File: src/rtl/gpio_bank_pkg.sv
package gpio_bank_pkg;
  localparam int PORTS     = 6;
  localparam int PORT_W    = 8;
  localparam int ADDR_W    = 8;
  localparam int ADDR_PEND = PORTS;
  localparam int ADDR_PGLK = PORTS + 1;
  localparam int ADDR_WIN  = PORTS + 2;
  localparam int WIN_N     = 3;
  localparam int ADDR_LAST = ADDR_WIN + WIN_N - 1;

  typedef enum logic [1:0] {
    PG_NONE = 2'd0,
    PG_POL  = 2'd1,
    PG_ENA  = 2'd2,
    PG_IID  = 2'd3
  } page_e;
endpackage

File: src/rtl/gpio_sync.sv
module gpio_sync #(
  parameter int W = 8
) (
  input  logic         clk_i,
  input  logic         rst_ni,
  input  logic [W-1:0] d_i,
  output logic [W-1:0] q_o
);
  logic [W-1:0] s1_q, s2_q;

  // released pads float high, so reset to all ones
  always_ff @(posedge clk_i or negedge rst_ni) begin
    if (!rst_ni) begin
      s1_q <= '1;
      s2_q <= '1;
    end else begin
      s1_q <= d_i;
      s2_q <= s1_q;
    end
  end

  assign q_o = s2_q;
endmodule

File: src/rtl/gpio_addr_dec.sv
module gpio_addr_dec
  import gpio_bank_pkg::*;
#(
  parameter int AW    = ADDR_W,
  parameter int NPORT = PORTS,
  parameter int IW    = $clog2(NPORT)
) (
  input  logic [AW-1:0] addr_i,
  input  page_e         page_i,
  output logic          port_hit_o,
  output logic [IW-1:0] port_idx_o,
  output logic          pend_hit_o,
  output logic          pglk_hit_o,
  output logic          win_hit_o,
  output logic [1:0]    win_idx_o
);
  always_comb begin
    port_hit_o = addr_i < AW'(NPORT);
    port_idx_o = addr_i[IW-1:0];
    pend_hit_o = addr_i == AW'(ADDR_PEND);
    pglk_hit_o = addr_i == AW'(ADDR_PGLK);
    win_hit_o  = (addr_i >= AW'(ADDR_WIN)) && (addr_i <= AW'(ADDR_LAST))
                 && (page_i != PG_NONE);
    win_idx_o  = 2'(addr_i[1:0] - 2'(ADDR_WIN));
  end
endmodule

File: src/rtl/gpio_port_regs.sv
module gpio_port_regs #(
  parameter int NPORT = 6,
  parameter int PW    = 8,
  parameter int IW    = $clog2(NPORT)
) (
  input  logic                clk_i,
  input  logic                rst_ni,
  input  logic                wr_en_i,
  input  logic [IW-1:0]       idx_i,
  input  logic [PW-1:0]       wdata_i,
  input  logic [NPORT-1:0]    lock_i,
  output logic [NPORT*PW-1:0] oe_o
);
  for (genvar p = 0; p < NPORT; p++) begin : g_port
    logic [PW-1:0] out_q;

    always_ff @(posedge clk_i or negedge rst_ni) begin
      if (!rst_ni)                                         out_q <= '0;
      else if (wr_en_i && idx_i == IW'(p) && !lock_i[p])   out_q <= wdata_i;
    end

    assign oe_o[p*PW +: PW] = out_q;
  end
endmodule

File: src/rtl/gpio_paged_bank.sv
module gpio_paged_bank
  import gpio_bank_pkg::*;
#(
  parameter int AW    = ADDR_W,
  parameter int NPORT = PORTS,
  parameter int PW    = PORT_W
) (
  input  logic                clk_i,
  input  logic                rst_ni,
  input  logic [AW-1:0]       addr_i,
  input  logic [PW-1:0]       wdata_i,
  input  logic                wr_i,
  input  logic                rd_i,
  output logic [PW-1:0]       rdata_o,
  input  logic [NPORT*PW-1:0] pad_in_i,
  output logic [NPORT*PW-1:0] pad_oe_o,
  output logic [NPORT*PW-1:0] pin_sync_o,
  input  logic [PW-1:0]       pend_i,
  input  logic [PW-1:0]       pg_rdata_i,
  output logic                pg_wr_o,
  output logic                pg_rd_o,
  output logic [1:0]          pg_sel_o,
  output logic [1:0]          pg_idx_o,
  output logic [PW-1:0]       pg_wdata_o
);
  localparam int NLINE = NPORT * PW;
  localparam int IW    = $clog2(NPORT);

  page_e            page_q;
  logic [NPORT-1:0] lock_q;
  logic             port_hit, pend_hit, pglk_hit, win_hit;
  logic [IW-1:0]    port_idx;
  logic [1:0]       win_idx;
  logic [NLINE-1:0] pin_sync;
  logic [PW-1:0]    rd_val;

  gpio_addr_dec #(.AW(AW), .NPORT(NPORT), .IW(IW)) u_dec (
    .addr_i     (addr_i),
    .page_i     (page_q),
    .port_hit_o (port_hit),
    .port_idx_o (port_idx),
    .pend_hit_o (pend_hit),
    .pglk_hit_o (pglk_hit),
    .win_hit_o  (win_hit),
    .win_idx_o  (win_idx)
  );

  gpio_port_regs #(.NPORT(NPORT), .PW(PW), .IW(IW)) u_ports (
    .clk_i   (clk_i),
    .rst_ni  (rst_ni),
    .wr_en_i (wr_i && port_hit),
    .idx_i   (port_idx),
    .wdata_i (wdata_i),
    .lock_i  (lock_q),
    .oe_o    (pad_oe_o)
  );

  gpio_sync #(.W(NLINE)) u_sync (
    .clk_i  (clk_i),
    .rst_ni (rst_ni),
    .d_i    (pad_in_i),
    .q_o    (pin_sync)
  );

  // page in the top two bits, locks in the low bits
  always_ff @(posedge clk_i or negedge rst_ni) begin
    if (!rst_ni) begin
      page_q <= PG_NONE;
      lock_q <= '0;
    end else if (wr_i && pglk_hit) begin
      page_q <= page_e'(wdata_i[PW-1 -: 2]);
      lock_q <= wdata_i[NPORT-1:0];
    end
  end

  always_comb begin
    rd_val = '0;
    if (port_hit)      rd_val = ~pin_sync[port_idx*PW +: PW];
    else if (pend_hit) rd_val = pend_i;
    else if (pglk_hit) rd_val = {page_q, lock_q};
    else if (win_hit)  rd_val = pg_rdata_i;
  end

  always_ff @(posedge clk_i or negedge rst_ni) begin
    if (!rst_ni)   rdata_o <= '0;
    else if (rd_i) rdata_o <= rd_val;
  end

  assign pin_sync_o = pin_sync;
  assign pg_wr_o    = wr_i && win_hit;
  assign pg_rd_o    = rd_i && win_hit;
  assign pg_sel_o   = page_q;
  assign pg_idx_o   = win_idx;
  assign pg_wdata_o = wdata_i;
endmodule

File: config.mk
export PLATFORM = sky130hd
export DESIGN_NAME = gpio_paged_bank
export DESIGN_NICKNAME = d
export VERILOG_FILES = /design/src/rtl/gpio_bank_pkg.sv /design/src/rtl/gpio_sync.sv /design/src/rtl/gpio_addr_dec.sv /design/src/rtl/gpio_port_regs.sv /design/src/rtl/gpio_paged_bank.sv
export SDC_FILE = /design/constraint.sdc
export NUM_CORES = 1
export LEC_CHECK = 0
export ABC_AREA = 1
export CAP_MARGIN = 15
export CORE_MARGIN = 3
export CORE_UTILIZATION = 50
export CTS_CLUSTER_SIZE = 24
export DETAILED_ROUTE_END_ITERATION = 12
export DONT_BUFFER_PORTS = 1
export PLACE_DENSITY = 0.62
export SLEW_MARGIN = 25
export SYNTH_ARGS = -nofsm -noshare
export SYNTH_HDL_FRONTEND = slang
export SYNTH_HIERARCHICAL = 1
export SYNTH_SLANG_ARGS = --single-unit
File: constraint.sdc
create_clock -name clk_i -period 1.5 [get_ports clk_i]
set_clock_uncertainty 0.1 [all_clocks]
set_input_delay 0.075 -clock clk_i [delete_from_list [all_inputs] [get_ports clk_i]]
set_output_delay 0.075 -clock clk_i [all_outputs]
set_load 0.01 [all_outputs]
Yosys cells after proc, flatten, opt, wreduce, memory -nomap -nowiden
Cells that the tools add are included.
{ "totals": {"wordCells": 53, "output_inout_bits": 118, "mem_bits_ro": 0, "ramBits": 0, "regBits": 160, "memories": 0, "input_bits": 84, "latchBits": 0} }
{ "op_classes": {"n_reduce_logical": 26, "bitwise_logic": 1, "mux": 4, "magnitude_cmp": 3, "n_addsub": 0, "div": 0, "mul": 0, "n_eq_ne": 7, "shifts": 1} }
{ "ops": {"columns": ["cell", "count"], "rows": [
  ["$shiftx A48 B7 Y8", 1],
  ["$mux W8", 4],
  ["$logic_and A1 B1 Y1", 18],
  ["$eq A8 B3 Y1 const B", 2],
  ["$ge A8 B4 Y1 const B", 1],
  ["$le A8 B4 Y1 const B", 1],
  ["$lt A8 B3 Y1 const B", 1],
  ["$not A8 Y8", 1],
  ["$eq A3 B2 Y1 const B", 2],
  ["$eq A3 B3 Y1 const B", 2],
  ["$logic_not A1 Y1", 6],
  ["$eq A3 B1 Y1 const B", 1],
  ["$logic_not A3 Y1", 1],
  ["$reduce_bool A2 Y1", 1]
]} }

Depth between registers and ports, before layout
{ "depth": {"ltp_word": 7, "depth_mapped": 12} }

By module
Netlist, hierarchy kept.
{ "by_module_without_submodules": {"columns": ["mod", "cells_per_inst", "seq_area_each_um2", "n_inst", "area_per_inst_um2"], "rows": [
  ["gpio_sync", 96, 2522.4, 1, 2522.4],
  ["gpio_port_regs", 222, 1201.2, 1, 2060.7],
  ["gpio_paged_bank", 242, 400.4, 1, 1521.5],
  ["gpio_addr_dec", 24, 0.0, 1, 117.6]
]} }

Worst setup path after synthesis
No wires, ideal clock.
{ "synth_timing": {"path_kind": "input to register", "start": "in addr_i[4]", "end": "reg u_ports.g_port[0].out_q[0]", "setup_slack_ps": -130, "t_arrival_ps": 1412, "stages": 12, "t_required_ps": 1282, "cell_sequence": "nor2_1 -> nand2_1 -> nor2_1 -> buf_2 -> buf_2 -> nand2_1 -> inv_1 -> inv_2 -> nor2_4 -> nand3_4 -> nand2_1 -> nand2_1"} }
{ "synth_via": {"elab_chain_cells": 4} }
{ "synth_rtl": {"columns": ["element", "line", "source"], "rows": [
  ["from (decl)", "gpio_paged_bank.sv:10", "input logic [AW-1:0] addr_i,"],
  ["$lt A8 B3 Y1", "gpio_addr_dec.sv:18", "port_hit_o = addr_i < AW'(NPORT);"],
  ["via port_hit", "gpio_paged_bank.sv:31", "logic port_hit, pend_hit, pglk_hit, win_hit;"],
  ["$logic_and A1 B1 Y1", "gpio_paged_bank.sv:51", ".wr_en_i (wr_i && port_hit),"],
  ["$logic_and A1 B1 Y1 (2 in series)", "gpio_port_regs.sv:19", "else if (wr_en_i && idx_i == IW'(p) && !lock_i[p]) out_q <= wdata_i;"],
  ["to (signal assigned)", "gpio_port_regs.sv:19", null],
  ["to (decl)", "gpio_port_regs.sv:15", "logic [PW-1:0] out_q;"]
]} }
The timed path passes the listed nets, and every way through them passes these cells.
A chain may end at the register's enable or synchronous reset.

Worst setup path in the final report
{ "layout_timing": {"start": "reg page_q[0], in the netlist pg_sel_o[0]", "end": "out pg_rd_o"} }
{ "layout_via": {"elab_chain_cells": 3} }
{ "layout_rtl": {"columns": ["element", "line", "source"], "rows": [
  ["from (decl)", "gpio_paged_bank.sv:29", "page_e page_q;"],
  ["from (signal assigned)", "gpio_paged_bank.sv:71", "page_q <= page_e'(wdata_i[PW-1 -: 2]);"],
  ["$reduce_bool A2 Y1", "gpio_addr_dec.sv:23", "&& (page_i != PG_NONE);"],
  ["$logic_and A1 B1 Y1", "gpio_addr_dec.sv:23", null],
  ["via win_hit", "gpio_paged_bank.sv:31", null],
  ["$logic_and A1 B1 Y1", "gpio_paged_bank.sv:91", "assign pg_rd_o = rd_i && win_hit;"],
  ["to (decl)", "gpio_paged_bank.sv:21", "output logic pg_rd_o,"]
]} }
The timed path passes the listed nets, and every way through them passes these cells.

==> qor.yml <==
floorplan:
  die_w_microns: 118
  die_area_sq_mm: 0.0138
  die_h_microns: 118
  io-pin-count: 202
  start_util_pct: 51.4
  core_sq_mm: 0.0121
  rows: 40
cells_and_area:
  n_fill_cell: 930
  finalNonFillerCells: 853
  final_nets: 756
  syn_to_final_growth_pct: 25.8
  final_cell_mix: "nand2_1 (177), dfstp_2 (96), dlygate4sd3_1 (78)"
  antenna_cells: 0
  drive_gt1_share_pct: 28.9
  final_common_cell: "nand2_1"
setup_path:
  end_kind: "output pin"
  cp_common_cell: "nand2_1"
  crit_path_max_fanout: 2
  path_cells: "inv_1 -> nand2_1 -> nand3_2 -> nor2_2 -> buf_4 -> nand2_1 -> inv_2"
  path_buf_inv: 3
  cp.arrival_ns: 1.30
  rrSetupSlack_ns: 0.13
  crit_path_start_kind: "flip-flop"
  required_ns: 1.32
  slowest_stage: "dfrtp_1"
  critical-path-top-delay-family: "flip-flops"
  ff2ff_path_depth: 9
  cp.depth: 7
  r2r_end: "rdata_o[7]$_DFFE_PN0P_"
  criticalPathCategory: "flip-flop to output pin"
  reg2reg_from: "pg_sel_o[0]$_DFFE_PN0P_"
  crit_path_max_incr_delay_ns: 0.35
synthesis:
  syn_inst: 584
  synth_cell_types: 24
  synth.avg_cell_area_sq_um: 10.7
  synthesis.nets: 668
  synth_seq_cells: 160
  yosys_warnings: 6
  synth_top_area_share_pct: 40.5
  synth-seq-area-share_pct: 66.3
  synth_top_area_cell: "dfstp_2"
  netlist_top_cells_area: "dfstp_2 (41%), dfrtp_1 (26%), nand2_1 (11%)"
  syn_area_sq_mm: 0.00622
route:
  vias: 4433
  route.antenna.remaining_nets: 0
  drc: 0
  wl_per_cell_microns: 18.7
  vias_per_cell: 5.20
  drt-total-wl_mm: 16.0
  first_pass_iters: 6
  drtIter0Drc: 359
job:
  drv_cap: 0
outcome:
  violations: "negative hold slack"
  status: "finished, violations left"
place:
  port-buffer-count: 0
  hpwl_mm: 10.0
  gp_congestion: 0.800
  dp_cells: 737
clock_network:
  cts_htree_levels: 4
  cts_sinks: 160
  cts_tree: "built"
  cts_made_buffers: 17
  clockRootBuffer: "clkbuf_16"
  ctsHoldBuffers: 80
  clk_path_buf_depth: 2
  clk_latency_ns: 0.43
  clk_pin_slew_ns: 0.06
sta:
  layout_min_cycle_time_ns: 1.48
  setup_viol: 0
  holdWs_ns: -0.753
  fmax_ghz: 0.677
  finalMaxSlewViolations: 0
  setup_tns_ns: 0
  fin_crit_sh_pct: 98.5
  rsz0062_at_grt: "true"
  worst_pin_slew_ns: 0.720
  finalHoldViolCount: 161
  relSlewSlack_pct: 52.0
power_and_ir_drop:
  p_total_mw: 9.52
  p_leak_nw: 3.72
  power.density_mw_per_mm2: 1220
  ir_drop_v: 0.00119
grt:
  overflow: 0
  grt_pass1_wl_mm: 25.1
  grt_pass1_vias: 4511
  grt_use_total_pct: 23.7
  antenna_found_initial: 0
  grt_max_degree: 161
min_path:
  hold_path_class: "input port to asynchronous set/reset pin"
[cell families (layout without fill, tap and decap cells)]
logic type / Yosys count / count (layout) / share of synthesized area (%)
muxes: 8 / 8 / 1.45
AOI/OAI and AO/OA: 32 / 32 / 3.06
DFF: 160 / 160 / 66.3
and+or+nand+nor: 302 / 302 / 22.2
buffers and inverters: 82 / 183 / 7.00
[stage by stage]
stage	setup WS [ns]	instance area [sq um]	util, %
after detailed placement	0.0376	6370	52.6
final	0.0220	7830	64.6
after global placement	0.0797	6370	52.6
after CTS	-0.00795	7760	64.1
after global routing	-0.0850	7830	64.6
after floorplan	-0.0281	6270	-
[layout make-up]
class	count	area, sq um	area share (%)
flip-flops and latches	160	4120	52.7
clock inverters	11	95.1	1.22
multi-input cells	342	1720	22.0
well taps	168	210	2.69
inverters	52	200	2.56
clock buffers	21	482	6.16
repair buffers	99	993	12.7
[report_power, final]
part / switching (mW) / internal [mW]
combinational: 0.291 / 0.259
sequential: 0.202 / 4.63
clock: 1.79 / 2.34
total: 2.29 / 7.24
[routing by layer]
metal / track usage (%) / share of wire, % / vias to the layer above
met5: 0 / 0 / -
met4: 9.08 / 1.8 / 0
met3: 10.6 / 10 / 28
met2: 36.9 / 49 / 221
met1: 29.3 / 40 / 2147
li1: - / - / 2037
[flip-flops by register name (all words and copies together), names as in the netlist]
name,count
u_ports/g_port.out_q,48
pg_sel_o,2
lock_q,6
rdata_o,8
u_sync/q_o,48
u_sync/s1_q,48
[timing repair]
item	in CTS	in global routing
endpoints found under the setup margin	2	27
hold endpoints to repair	272	160
pin swaps	2	2
resized for setup	2	8
setup buffers	1	4
[worst register-to-register path, cell delays in order, from the launching register on]
cell and delay, ns:
dfrtp_1 0.35, inv_1 0.04, nand2_1 0.07, nand3_2 0.07, nor2_2 0.11, buf_4 0.17, nand3_1 0.08, nand2_1 0.10
a21oi_1 0.08, a21oi_2 0.14
[cells in the mapped netlist]
master,n
clkbuf_2,1
dfstp_2,96
buf_4,17
inv_1,45
inv_6,1
nor2_4,7
inv_2,3
buf_6,7
nor2_2,1
nand4_1,18
nand3_2,1
nand3_1,73
clkbuf_1,1
a21oi_2,8
nand3_4,3
clkinv_1,3
buf_2,4
nand2_2,1
nor2_1,16
a21oi_1,24
nand2_4,1
mux2_2,8
nand2_1,181
dfrtp_1,64
[how the worst max path moves through the flow]
stage,slack (ns),from,end
after floorplan,-0.03,addr_i[7],u_ports/g_port[0].out_q[0]$_DFFE_PN0P_
after global placement,0.08,addr_i[7],u_ports/g_port[2].out_q[1]$_DFFE_PN0P_
after detailed placement,0.04,addr_i[7],u_ports/g_port[2].out_q[7]$_DFFE_PN0P_
after CTS,-0.008,pg_sel_o[0]$_DFFE_PN0P_,pg_wr_o
after global routing,-0.08,pg_sel_o[1]$_DFFE_PN0P_,pg_rd_o
final,0.02,pg_sel_o[0]$_DFFE_PN0P_,pg_rd_o
Note: power is estimated with default switching activity, not from simulation.
